--- src/rtl/lac_end_adder.sv ---
module lac_end_adder #(
   parameter int W     = 69,
   parameter int LO_W  = 34,
   parameter bit SPLIT = 1'b1
) (
   input  logic         clk,
   input  logic         rst_n,
   input  logic         en,
   input  logic [W-1:0] a,
   input  logic [W-1:0] b,
   output logic [W-1:0] sum
);

   localparam int HI_W = W - LO_W;

   generate
      if (LO_W < 1 || LO_W >= W) begin : g_bad_split
         initial $error("LO_W must lie inside the sum width");
      end

      if (SPLIT) begin : g_split
         logic [LO_W:0]   lo_q;
         logic [HI_W-1:0] ahi_q;
         logic [HI_W-1:0] bhi_q;

         always_ff @(posedge clk) begin
            if (!rst_n) begin
               lo_q  <= '0;
               ahi_q <= '0;
               bhi_q <= '0;
            end else if (en) begin
               lo_q  <= {1'b0, a[LO_W-1:0]} + {1'b0, b[LO_W-1:0]};
               ahi_q <= a[W-1:LO_W];
               bhi_q <= b[W-1:LO_W];
            end
         end

         assign sum = {ahi_q + bhi_q + HI_W'(lo_q[LO_W]), lo_q[LO_W-1:0]};
      end else begin : g_flat
         logic [W-1:0] sum_q;

         always_ff @(posedge clk) begin
            if (!rst_n)  sum_q <= '0;
            else if (en) sum_q <= a + b;
         end

         assign sum = sum_q;
      end
   endgenerate

   // the pipelined sum equals the full sum of the operands one cycle back.
   p_sum_exact_r6: assert property (@(posedge clk) disable iff (!rst_n)
      en |=> (sum == ($past(a) + $past(b))));

endmodule

--- config.mk ---
export PLATFORM = sky130hd
export DESIGN_NAME = lac_end_adder
export DESIGN_NICKNAME = d
export VERILOG_FILES = /design/src/rtl/lac_end_adder.sv
export SDC_FILE = /design/constraint.sdc
export NUM_CORES = 1
export LEC_CHECK = 0
export BUFFER_PORTS_ARGS = -buffer_cell sky130_fd_sc_hd__buf_2
export CORE_AREA = 2 2 122 124
export CTS_CLUSTER_DIAMETER = 50
export CTS_CLUSTER_SIZE = 14
export DETAILED_ROUTE_END_ITERATION = 12
export DIE_AREA = 0 0 124 126
export PLACE_DENSITY = 0.78
export SYNTH_ARGS = -nofsm -noshare
export SYNTH_HDL_FRONTEND = slang
export SYNTH_SLANG_ARGS = --single-unit
--- constraint.sdc ---
create_clock -name clk -period 3.1 [get_ports clk]
set_input_delay 0 -clock clk [delete_from_list [all_inputs] [get_ports clk]]
set_output_delay 0 -clock clk [all_outputs]
set_load 0.02 [all_outputs]
**Word level (Yosys, flattened, before mapping)**

Index checks and enable logic that the tools add are counted.

- Bits in latches: 0
- Memories: 0
- Output and inout port bits: 69
- Logic and storage cells: 6
- Memory bits (read-only): 0
- Bits of input ports: 141
- RAM bits: 0
- Bits in registers: 105

- Shifts and indexed selects: 0
- $add $sub $neg: 3
- Reductions and logical operators: 0
- Equal/unequal tests: 0
- $mul: 0
- $lt $le $gt $ge: 0
- Div/mod/pow operators: 0
- Mux-type cells: 0
- Bitwise logic cells: 0

Operators by type and width:

| kind | count |
|---|---|
| adder 34 x 34 -> 35 bit | 1 |
| adder 35 x 1 -> 35 bit | 1 |
| adder 35 bit | 1 |

**Logic depth before layout (Yosys ltp)**

- Word-level depth: 2
- Mapped depth: 12
- Gate-level depth less buffers: 12

**Worst setup path after synthesis**

OpenSTA, ideal clock, no wires.

- Path type: register -> output
- Start point: reg g_split.lo_q[34]
- End point: out sum[66]
- Cell stages (with the launch flop): 13
- Path buffers: 0
- Slack: 0.108 ns
- Required time: 3.100 ns
- Data arrival time: 2.992 ns
- Cell sequence: dfxtp_1 fa_1 inv_1 fa_1 nor2b_1 o21ai_2 a21oi_1 o41ai_2 o31a_1 o21ai_1 o311ai_1 nor2_1 a211oi_1

- Longest elaborated chain between the ends: 1

RTL lines:

| what | line | RTL |
|---|---|---|
| start, declared | 22 | `logic [LO_W:0] lo_q;` |
| start signal, assigned | 32 | `lo_q <= {1'b0, a[LO_W-1:0]} + {1'b0, b[LO_W-1:0]};` |
| adder 35 x 1 -> 35 bit | 38 | `assign sum = {ahi_q + bhi_q + HI_W'(lo_q[LO_W]), lo_q[LO_W-1:0]};` |
| end, declared | 11 | `output logic [W-1:0] sum` |

Every way passes these cells.

**Final worst setup path**

- Start point: reg g_split.lo_q[34]
- End point: out sum[64]

The elaborated chain is that of the path after synthesis.

==> results.json <==
{
  "status": "finished with violations",
  "violations": "negative setup slack",
  "synth_area_sq_um": 7610,
  "synth_common_cells": "dfxtp_1, nor2b_1, mux2i_1, ha_1, a21oi_1",
  "track_usage": 0.251,
  "yosysMostFrequentCell": "dfxtp_1",
  "yosys_warnings": 0,
  "fp.coreArea_sq_um": 14300,
  "multiInputGateArea_sq_um": 5200,
  "rows": 44,
  "io_buffers": 209,
  "setup_ws_ns": -0.105,
  "layout-drive-gt1-share": 0.252,
  "reg2reg_from": "g_split.ahi_q[26]",
  "p_leak_uw": 0.00484,
  "gp_congestion": 0.912,
  "reg2reg_depth": 2,
  "clkTransAtPathRegs_ns": 0.07,
  "arrival_ns": 3.21,
  "grt_overflow": 0,
  "worst-path-stages": 13,
  "fin_setup_tns_ns": -0.334,
  "ys_ff_latch": 105,
  "clk_path_buf_depth": 2,
  "worstSetupEndpointType": "primary output",
  "crit_chain": "fa_2 -> inv_2 -> fa_2 -> nor2b_2 -> o21ai_2 -> a21oi_2 -> o41ai_2 -> o31a_1 -> o211ai_1 -> a31oi_2 -> o21bai_1 -> xor2_1 -> buf_4",
  "slew_headroom": 0.391,
  "die_area_sq_um": 15600,
  "die_w_um": 124,
  "power_density_nw_per_um2": 412,
  "place_area_sq_um": 8570,
  "design_area_sq_um": 9800,
  "grt_pass1_wl_um": 31500,
  "tightest_slew_ns": 0.914,
  "synth-seq-area-share": 0.276,
  "r2r_setup_slack_ns": 2.33,
  "finalWirelength_um": 19900,
  "drtIter0Drc": 288,
  "r2r_end": "g_split.ahi_q[26]",
  "crit_slowest_cell": "fa_2",
  "hp-class": "in2reg",
  "grt_pass1_vias": 6832,
  "drc": 0,
  "rsz0062_at_grt": "yes",
  "holdWs_ns": 0.0281,
  "yosysTopAreaCellShare": 0.276,
  "hp-start": "b[0]",
  "final_util": 0.685,
  "max-cap-violations": 0,
  "synthTopCellsByArea": "dfxtp_1, mux2i_1, ha_1",
  "clockRootBuffer": "clkbuf_16",
  "firstDrtPassIters": 4,
  "hold_violations": 0,
  "clkLatencyLatePin_ns": 0.35,
  "crit_path_max_fanout": 3,
  "hold_end": "g_split.lo_q[0]",
  "grt_max_degree": 83,
  "min_period_ns": 3.21,
  "vias": 6912,
  "die_h_um": 126,
  "hold_depth": 4,
  "synthArstFlopShare": 0,
  "synthesis.nets": 1067,
  "diodes": 0,
  "path_common_cell": "fa_2",
  "critical_path_required_ns": 3.10,
  "viasPerCell": 5.40,
  "h-tree-depth": 3,
  "ant_nets": 0,
  "report.final.slew_viol_count": 0,
  "fin_nets": 1304,
  "regArea_sq_um": 2100,
  "dpl.hpwl_um": 13800,
  "setup_viol": 5,
  "antenna_found_initial": 0,
  "finalCritPeriodShare": 1.03,
  "cts_tree": "done",
  "nFillCells": 1157,
  "netlist_instances": 856,
  "synth_area_leader_cell": "dfxtp_1",
  "syn_to_final_growth_pct": 28.9,
  "max_stage_delay_ns": 0.40,
  "clock_sinks": 105,
  "cts_made_buffers": 9,
  "io_pins": 210,
  "critPathTopFamily": "compound AO/OA/AOI/OAI gates",
  "skew_ns": 0,
  "synth_edf_count": 0,
  "start_util": 0.531,
  "synthFlopType": "dfxtp_1",
  "wl_per_cell_um": 15.6,
  "ir_worst_vdd_mv": 0.280,
  "crit_buf_inv": 2,
  "synth.distinct_cells": 59,
  "avgSynthCellArea_sq_um": 8.89,
  "fmax_ghz": 0.312,
  "crit_type": "reg2out",
  "cp-start-kind": "flip-flop"
}
metal layers:
layer,track usage,vias up,wire length (um)
li1,-,3502,-
met1,0.289,3180,8350
met2,0.452,202,10000
met3,0.0652,28,1270
met4,0.0668,0,320
met5,0,-,0
worst max-delay path by stage:
stage / start / end
2_1_floorplan: g_split.lo_q[34] / sum[66]
3_3_place_gp: g_split.lo_q[34] / sum[68]
3_5_place_dp: g_split.lo_q[34] / sum[68]
4_1_cts: g_split.bhi_q[0] / sum[64]
5_1_grt: g_split.lo_q[34] / sum[64]
6_report: g_split.lo_q[34] / sum[64]
repair_timing:
item,4_1_cts,5_1_grt
buffers inserted,4,4
pin swaps,15,18
endpoints found under the setup margin,14,15
endpoints found under the hold margin,70,0
gates resized for setup,22,22
hold buffers,70,0
flip-flops by register name (all words and copies together), names as in the netlist:
signal         cells
g_split.ahi_q     35
g_split.bhi_q     35
g_split.lo_q      35
stage by stage:
stage                     cells  power [uW]  worst slack, ns
final                      1281        4030           -0.105
after global routing       1281        4250           -0.240
after CTS                  1278        4050          -0.0830
after detailed placement   1189        2740          -0.0549
after global placement     1189        2720          -0.0118
after floorplan             856        2450            0.108
cell usage in the layout (no fill, tap or decap), drive strengths merged, types with 3 or more instances in the layout:
| master | Yosys | routed |
|---|---|---|
| xnor2 | 36 | 36 |
| dfxtp | 105 | 105 |
| nor3 | 5 | 5 |
| o221ai | 3 | 3 |
| and3 | 5 | 5 |
| nand3 | 14 | 14 |
| or3 | 3 | 3 |
| a211oi | 11 | 11 |
| mux2i | 90 | 90 |
| o21ai | 33 | 33 |
| clkbuf | 19 | 13 |
| o21a | 8 | 8 |
| nand2b | 7 | 7 |
| nand4 | 12 | 12 |
| buf | 46 | 221 |
| a21oi | 56 | 56 |
| nand3b | 14 | 14 |
| fa | 3 | 3 |
| dlygate4sd3 | 0 | 70 |
| and2 | 3 | 3 |
| ha | 67 | 67 |
| nor3b | 3 | 3 |
| a31oi | 8 | 8 |
| o211ai | 12 | 12 |
| xor2 | 18 | 18 |
| nand2 | 43 | 43 |
| nor2b | 99 | 99 |
| o21bai | 8 | 8 |
| inv | 17 | 17 |
| a21o | 43 | 43 |
| nor2 | 39 | 39 |
| o211a | 4 | 4 |
| a21boi | 3 | 3 |
cells by family after synthesis:
group,synth area share
and+or+nand+nor,0.183
AOI/OAI and AO/OA,0.185
DFF,0.276
muxes,0.118
buffers and inverters,0.0572
adders and majority gates,0.118
xor gates and xnor gates,0.0622
cell type report:
cell class,instances,share of cell area
Clock buffer,13,0.0286
Clock inverter,2,0.00357
Inverter,17,0.00651
Multi-Input combinational cell,669,0.531
Sequential cell,105,0.215
Tap cell,184,0.0235
Timing Repair Buffer,291,0.192
tightest hold or removal path, delay by kind of cell:
family,cells,cell delay [ns]
buf+inv,1,0.08
mux,1,0.06
simple gates,1,0.10
fa+ha+maj,1,0.11
where the power goes:
| group | total, uW | switching, uW | internal [uW] | leakage, uW |
|---|---|---|---|---|
| clock | 1200 | 493 | 709 | 0.000158 |
| combinational | 1320 | 725 | 595 | 0.00381 |
| sequential | 1510 | 57.7 | 1450 | 0.000868 |
| total | 4030 | 1280 | 2760 | 0.00484 |
No activity file was read; power rests on OpenSTA's default activity.
